**src/rtl/fcc_pkg.sv**
```systemverilog
package fcc_pkg;

    typedef enum logic [2:0] {
        ST_IDLE,
        ST_NEXT,
        ST_LOAD,
        ST_RUN,
        ST_HDR,
        ST_DATA
    } fcc_state_e;

    typedef enum logic [1:0] {
        OPD_PUB  = 2'd0,
        OPD_PRIV = 2'd1,
        OPD_CT   = 2'd2,
        OPD_RND  = 2'd3
    } opd_e;

    typedef enum logic [1:0] {
        MODE_ENC  = 2'd0,
        MODE_DEC1 = 2'd1,
        MODE_DEC2 = 2'd2
    } mode_e;

    localparam int WORD_W    = 16;
    localparam int FLAG_LSB  = 8;
    localparam int BIT_DEC   = 12;
    localparam int BIT_GO    = 13;
    localparam int BIT_DONE  = 14;
    localparam int BIT_ERR   = 15;
    localparam int CODE_LSB  = 4;

    localparam logic [3:0] ERR_NONE     = 4'd0;
    localparam logic [3:0] ERR_NO_PUB   = 4'd1;
    localparam logic [3:0] ERR_NO_PRIV  = 4'd2;
    localparam logic [3:0] ERR_BAD_SEQ  = 4'd3;

    typedef struct packed {
        logic [3:0] loads;   // indexed by opd_e
        logic       dec;
        logic       go;
    } cmd_t;

    function automatic logic is_dense(input logic [1:0] sel);
        return (sel == OPD_PUB) || (sel == OPD_CT);
    endfunction

    function automatic logic [WORD_W-1:0] pack_status(input logic [3:0] code,
                                                       input logic       dec);
        logic [WORD_W-1:0] w;
        w = '0;
        w[BIT_ERR]  = (code != ERR_NONE);
        w[BIT_DONE] = (code == ERR_NONE);
        w[BIT_DEC]  = dec;
        w[CODE_LSB +: 4] = code;
        return w;
    endfunction

endpackage

```
**src/rtl/fcc_hdr_unpack.sv**
```systemverilog
module fcc_hdr_unpack
    import fcc_pkg::*;
(
    input  logic [WORD_W-1:0] word,
    output cmd_t              cmd
);
    always_comb begin
        cmd.loads = word[FLAG_LSB +: 4];
        cmd.dec   = word[BIT_DEC];
        cmd.go    = word[BIT_GO];
    end
endmodule

```
**src/rtl/fcc_word_cnt.sv**
```systemverilog
module fcc_word_cnt #(
    parameter int CW = 4
) (
    input  logic          clk,
    input  logic          rst_n,
    input  logic          clr,
    input  logic          inc,
    input  logic [CW:0]   limit,
    output logic [CW-1:0] cnt,
    output logic          last
);
    always_ff @(posedge clk) begin
        if (!rst_n || clr) begin
            cnt <= '0;
        end else if (inc) begin
            cnt <= cnt + 1'b1;
        end
    end

    assign last = ({1'b0, cnt} == (limit - 1'b1));
endmodule

```
**src/rtl/fcc_seq_guard.sv**
```systemverilog
module fcc_seq_guard
    import fcc_pkg::*;
(
    input  logic       clk,
    input  logic       rst_n,
    input  logic       load_fin,
    input  logic [1:0] load_sel,
    input  logic       op_commit,
    input  mode_e      commit_mode,
    input  logic       req_dec,
    output logic [3:0] err_code,
    output mode_e      req_mode
);
    logic pub_ok;
    logic priv_ok;
    logic phase2_due;

    always_ff @(posedge clk) begin
        if (!rst_n) begin
            pub_ok     <= 1'b0;
            priv_ok    <= 1'b0;
            phase2_due <= 1'b0;
        end else begin
            if (load_fin && (load_sel == OPD_PUB))  pub_ok  <= 1'b1;
            if (load_fin && (load_sel == OPD_PRIV)) priv_ok <= 1'b1;
            if (op_commit) begin
                if (commit_mode == MODE_DEC1)      phase2_due <= 1'b1;
                else if (commit_mode == MODE_DEC2) phase2_due <= 1'b0;
            end
        end
    end

    always_comb begin
        if (!req_dec)        req_mode = MODE_ENC;
        else if (phase2_due) req_mode = MODE_DEC2;
        else                 req_mode = MODE_DEC1;

        if (!pub_ok)                              err_code = ERR_NO_PUB;
        else if (req_dec && !phase2_due && !priv_ok) err_code = ERR_NO_PRIV;
        else if (!req_dec && phase2_due)          err_code = ERR_BAD_SEQ;
        else                                      err_code = ERR_NONE;
    end
endmodule

```
**src/rtl/fifo_cmd_ctrl.sv**
```systemverilog
module fifo_cmd_ctrl
    import fcc_pkg::*;
#(
    parameter int N_COEF   = 16,
    parameter int D_WEIGHT = 3,
    localparam int IDX_CNT = 2 * D_WEIGHT,
    localparam int MAX_LEN = (N_COEF > IDX_CNT) ? N_COEF : IDX_CNT,
    localparam int AW      = (MAX_LEN > 1) ? $clog2(MAX_LEN) : 1,
    localparam int RW      = (N_COEF > 1) ? $clog2(N_COEF) : 1
) (
    input  logic              clk,
    input  logic              rst_n,
    input  logic              in_empty,
    output logic              in_rd,
    input  logic [15:0]       in_data,
    input  logic              out_full,
    output logic              out_wr,
    output logic [15:0]       out_data,
    output logic              op_wr_en,
    output logic [1:0]        op_wr_sel,
    output logic [AW-1:0]     op_wr_addr,
    output logic [15:0]       op_wr_data,
    output logic              core_start,
    output logic [1:0]        core_mode,
    input  logic              core_done,
    output logic [RW-1:0]     res_rd_addr,
    input  logic [15:0]       res_rd_data
);
    fcc_state_e state, nxt;

    cmd_t       hdr_cmd;
    logic [3:0] pend_ld;
    logic       pend_go;
    logic       pend_dec;
    logic [1:0] cur_sel;
    logic [1:0] first_ld;
    logic [3:0] err_q;
    mode_e      mode_q;

    logic [3:0] grd_err;
    mode_e      grd_mode;

    logic          cnt_clr, cnt_inc, cnt_last;
    logic [AW-1:0] cnt;
    logic [AW:0]   cnt_limit;
    logic          load_fin, op_commit;

    fcc_hdr_unpack u_unpack (
        .word (in_data),
        .cmd  (hdr_cmd)
    );

    fcc_seq_guard u_guard (
        .clk         (clk),
        .rst_n       (rst_n),
        .load_fin    (load_fin),
        .load_sel    (cur_sel),
        .op_commit   (op_commit),
        .commit_mode (mode_q),
        .req_dec     (pend_dec),
        .err_code    (grd_err),
        .req_mode    (grd_mode)
    );

    fcc_word_cnt #(.CW(AW)) u_cnt (
        .clk   (clk),
        .rst_n (rst_n),
        .clr   (cnt_clr),
        .inc   (cnt_inc),
        .limit (cnt_limit),
        .cnt   (cnt),
        .last  (cnt_last)
    );

    // lowest pending operand goes first (fixed stream order)
    always_comb begin
        first_ld = 2'd0;
        for (int i = 3; i >= 0; i--) begin
            if (pend_ld[i]) first_ld = 2'(i);
        end
    end

    always_comb begin
        if (state == ST_LOAD) begin
            cnt_limit = is_dense(cur_sel) ? (AW+1)'(N_COEF) : (AW+1)'(IDX_CNT);
        end else begin
            cnt_limit = (AW+1)'(N_COEF);
        end
    end

    // state register
    always_ff @(posedge clk) begin
        if (!rst_n) state <= ST_IDLE;
        else        state <= nxt;
    end

    // outputs and next state
    always_comb begin
        nxt        = state;
        in_rd      = 1'b0;
        out_wr     = 1'b0;
        out_data   = '0;
        op_wr_en   = 1'b0;
        core_start = 1'b0;
        cnt_clr    = 1'b0;
        cnt_inc    = 1'b0;
        load_fin   = 1'b0;
        op_commit  = 1'b0;
        unique case (state)
            ST_IDLE: begin
                if (!in_empty) begin
                    in_rd = 1'b1;
                    nxt   = ST_NEXT;
                end
            end
            ST_NEXT: begin
                cnt_clr = 1'b1;
                if (|pend_ld) begin
                    nxt = ST_LOAD;
                end else if (pend_go) begin
                    if (grd_err == ERR_NONE) begin
                        core_start = 1'b1;
                        nxt        = ST_RUN;
                    end else begin
                        nxt = ST_HDR;
                    end
                end else begin
                    nxt = ST_IDLE;
                end
            end
            ST_LOAD: begin
                if (!in_empty) begin
                    in_rd    = 1'b1;
                    op_wr_en = 1'b1;
                    cnt_inc  = 1'b1;
                    if (cnt_last) begin
                        load_fin = 1'b1;
                        nxt      = ST_NEXT;
                    end
                end
            end
            ST_RUN: begin
                if (core_done) begin
                    op_commit = 1'b1;
                    nxt       = ST_HDR;
                end
            end
            ST_HDR: begin
                if (!out_full) begin
                    out_wr   = 1'b1;
                    out_data = pack_status(err_q, pend_dec);
                    cnt_clr  = 1'b1;
                    nxt      = (err_q != ERR_NONE) ? ST_IDLE : ST_DATA;
                end
            end
            ST_DATA: begin
                if (!out_full) begin
                    out_wr   = 1'b1;
                    out_data = res_rd_data;
                    cnt_inc  = 1'b1;
                    if (cnt_last) nxt = ST_IDLE;
                end
            end
            default: nxt = ST_IDLE;
        endcase
    end

    // command bookkeeping
    always_ff @(posedge clk) begin
        if (!rst_n) begin
            pend_ld  <= '0;
            pend_go  <= 1'b0;
            pend_dec <= 1'b0;
            cur_sel  <= 2'd0;
            err_q    <= ERR_NONE;
            mode_q   <= MODE_ENC;
        end else begin
            if (state == ST_IDLE && in_rd) begin
                pend_ld  <= hdr_cmd.loads;
                pend_go  <= hdr_cmd.go;
                pend_dec <= hdr_cmd.dec;
            end
            if (state == ST_NEXT) begin
                if (|pend_ld) begin
                    cur_sel           <= first_ld;
                    pend_ld[first_ld] <= 1'b0;
                end else if (pend_go) begin
                    pend_go <= 1'b0;
                    err_q   <= grd_err;
                    mode_q  <= grd_mode;
                end
            end
        end
    end

    assign op_wr_sel   = cur_sel;
    assign op_wr_addr  = cnt;
    assign op_wr_data  = in_data;
    assign core_mode   = (state == ST_NEXT) ? grd_mode : mode_q;
    assign res_rd_addr = cnt[RW-1:0];

endmodule

```
**config.mk**
```make
export PLATFORM = sky130hd
export DESIGN_NAME = fifo_cmd_ctrl
export DESIGN_NICKNAME = d
export VERILOG_FILES = /design/src/rtl/fcc_pkg.sv /design/src/rtl/fcc_hdr_unpack.sv /design/src/rtl/fcc_word_cnt.sv /design/src/rtl/fcc_seq_guard.sv /design/src/rtl/fifo_cmd_ctrl.sv
export SDC_FILE = /design/constraint.sdc
export NUM_CORES = 1
export LEC_CHECK = 0
export BUFFER_PORTS_ARGS = -buffer_cell sky130_fd_sc_hd__buf_4
export CAP_MARGIN = 40
export CORE_ASPECT_RATIO = 1.75
export CORE_MARGIN = 4
export CORE_UTILIZATION = 39
export DETAILED_ROUTE_END_ITERATION = 16
export PLACE_DENSITY = 0.71
export SYNTH_ARGS = -nofsm -noshare
export SYNTH_HDL_FRONTEND = slang
export SYNTH_SLANG_ARGS = --single-unit
```
**constraint.sdc**
```tcl
create_clock -name clk -period 2.2 [get_ports clk]
set_input_delay 0 -clock clk [delete_from_list [all_inputs] [get_ports clk]]
set_output_delay 0 -clock clk [all_outputs]
set_load 0.02 [all_outputs]
```
==> impl_metrics.env <==
export IMPL_status="finished, violations left"
export IMPL_violations="negative hold slack"
export IMPL_drc=0
export IMPL_async_flop_share_pct=0
export IMPL_via_per_inst=5.11
export IMPL_start_util_pct=40.2
export IMPL_critPathKind="reg -> out"
export IMPL_first_pass_iters=4
export IMPL_fp_dieH_um=88.5
export IMPL_yosysSeqAreaShare_pct=30.5
export IMPL_first_global_vias=1267
export IMPL_worstMarginPinSlew_ns=0.447
export IMPL_peakVddDrop_uv=433
export IMPL_ant_nets=0
export IMPL_synth_distinct_cells=41
export IMPL_p_leak_nw=0.861
export IMPL_insertion_delay_ns=0.26
export IMPL_power_density_nw_per_um2=742
export IMPL_grt_pass1_wl_um=5750
export IMPL_die_w_um=54.0
export IMPL_cp_end_kind="output pin"
export IMPL_numCtsBuffers=3
export IMPL_num_rows=29
export IMPL_drtIter0Drc=31
export IMPL_critPathArrivalTime_ns=1.95
export IMPL_synth_edf_count=0
export IMPL_ctsHoldBuffers=1
export IMPL_boundaryPins=85
export IMPL_cts_tree="done"
export IMPL_gr_usage_all_layers_pct=16.3
export IMPL_tns_ns=0
export IMPL_portBuffers=64
export IMPL_antenna_found_initial=0
export IMPL_grt_setup_unrepaired="no"
export IMPL_cts_reportedPaths_clkPinSlew_ns=0.08
export IMPL_fin_nets=265
export IMPL_crit_required_ns=2.20
export IMPL_cts_resized=0
export IMPL_syn_nets=219
export IMPL_final_cell_mix="68 x buf_4, 24 x nor2_1, 22 x dfxtp_1"
export IMPL_clock_sinks=22
export IMPL_wire_per_inst_um=13.6
export IMPL_holdCritPathClass="in -> reg"
export IMPL_overflow=0
export IMPL_slew_headroom_pct=70.1
export IMPL_drv_cap=0
export IMPL_final_common_cell="buf_4"
export IMPL_via_count=1380
export IMPL_wl_um=3660
export IMPL_setup_viol=0
export IMPL_dp_hpwl_um=2860
export IMPL_synth_warnings=0
export IMPL_clock_skew_ns=0.00380
export IMPL_fillers=362
export IMPL_dieArea_um2=4780
export IMPL_cp_max_fo=9
export IMPL_fin_crit_ns=1.95
export IMPL_post_synth_cell_area_avg_um2=8.03
export IMPL_synth_ff_type="dfxtp_1"
export IMPL_start_kind="flip-flop"
export IMPL_cts_root_buf="clkbuf_8"
export IMPL_diodes=0
export IMPL_cts_max_path_buffers=2
export IMPL_drive_gt1_share_pct=34.4
export IMPL_fin_crit_sh_pct=88.6
export IMPL_area_growth_pct=29.5
export IMPL_post_cts_buffers=0
export IMPL_dp_cells=266
export IMPL_finalMaxSlewViolations=0
export IMPL_syn_area_um2=1450
export IMPL_fin_cells=270
export IMPL_postSynthCellCount=180
export IMPL_gp_congestion=0.834
export IMPL_finalHoldViolations=1
export IMPL_synth_seq_cells=22
export IMPL_htreeDepth=1
export IMPL_grt_max_degree=15
export IMPL_max_freq_ghz=0.513
export IMPL_hold_slack_ns=-0.000334
export IMPL_core_um2=3590
==> final cells by class <==
cell class	count	area, um^2	area share [%]
inverters	10	37.5	2.01
well taps	46	57.6	3.07
flip-flops and latches	22	440	23.5
multi-input cells	120	774	41.4
clock buffers	3	41.3	2.21
repair buffers	69	520	27.8
==> sequential cells by signal, summed over array words and instances (netlist names), 2 cells and up <==
register / cells
pend_ld: 4
state: 3
mode_q: 2
u_cnt.cnt: 4
err_q: 2
op_wr_sel: 2
==> power by group <==
| group | switching [mW] | total, mW | internal [mW] |
|---|---|---|---|
| logic | 0.325 | 0.604 | 0.278 |
| registers | 0.0861 | 0.538 | 0.451 |
| clock network | 0.126 | 0.248 | 0.122 |
==> path summary, 6_finish.rpt <==
check | from | to | slack, ns | cells after the start
setup / recovery | state[0] | core_start | 0.25 | 5
hold / removal | in_data[13] | pend_go | -0.0003 | 3
hold reg to reg | u_guard.priv_ok | u_guard.priv_ok | 0.48 | 2
setup reg to reg | state[1] | state[0] | 0.34 | 6
==> Yosys cell counts, types with 2 or more instances <==
cell type | n | area, um^2
a211oi_1 | 3 | 22.5
a21o_1 | 2 | 15.0
a21oi_1 | 10 | 50.1
and2_1 | 11 | 68.8
and4bb_2 | 2 | 25.0
buf_4 | 21 | 158
clkbuf_1 | 4 | 15.0
dfxtp_1 | 22 | 440
ha_1 | 2 | 25.0
inv_1 | 10 | 37.5
mux2i_1 | 12 | 120
nand2_1 | 9 | 33.8
nand2b_1 | 4 | 25.0
nand3_1 | 3 | 15.0
nand4_1 | 4 | 25.0
nor2_1 | 24 | 90.1
nor3_1 | 6 | 30.0
nor3b_1 | 3 | 22.5
o211a_1 | 2 | 20.0
o21ai_0 | 4 | 20.0
xor2_1 | 2 | 17.5
==> through the flow <==
step	utilization, %	cell area [um^2]	setup slack (ns)	total power [mW]
after detailed placement	50.7	1820	0.378	1.15
final	52.1	1870	0.250	1.39
after CTS	52.1	1870	0.277	1.39
after global routing	52.1	1870	0.129	1.48
after floorplan	-	1450	0.412	0.983
after global placement	50.7	1820	0.453	1.14
==> logic make-up (layout without fill, tap and decap cells) <==
kind of cell,count (synthesis),in the layout,synth area share (%)
muxes,12,12,8.31
xor gates and xnor gates,3,3,1.82
DFF,22,22,30.5
AOI/OAI and AO/OA,30,30,14.2
adders and majority gates,2,2,1.73
and+or+nand+nor,73,73,27.5
buffers and inverters,38,82,15.9
==> worst max-delay path: stages (launching register included) <==
cell and delay (ns):
dfxtp_1 0.47, nor3b_1 0.37, nand4_1 0.34, buf_4 0.26, nor2_1 0.09, buf_4 0.15
==> metal layers <==
metal	up-vias	GRT usage (%)	wire (um)
met2	40	28.8	2050
met4	0	8.62	69
li1	694	-	-
met3	6	2.53	206
met1	640	17.9	1340
met5	-	0	0
Power figures use the tool's default switching activity.
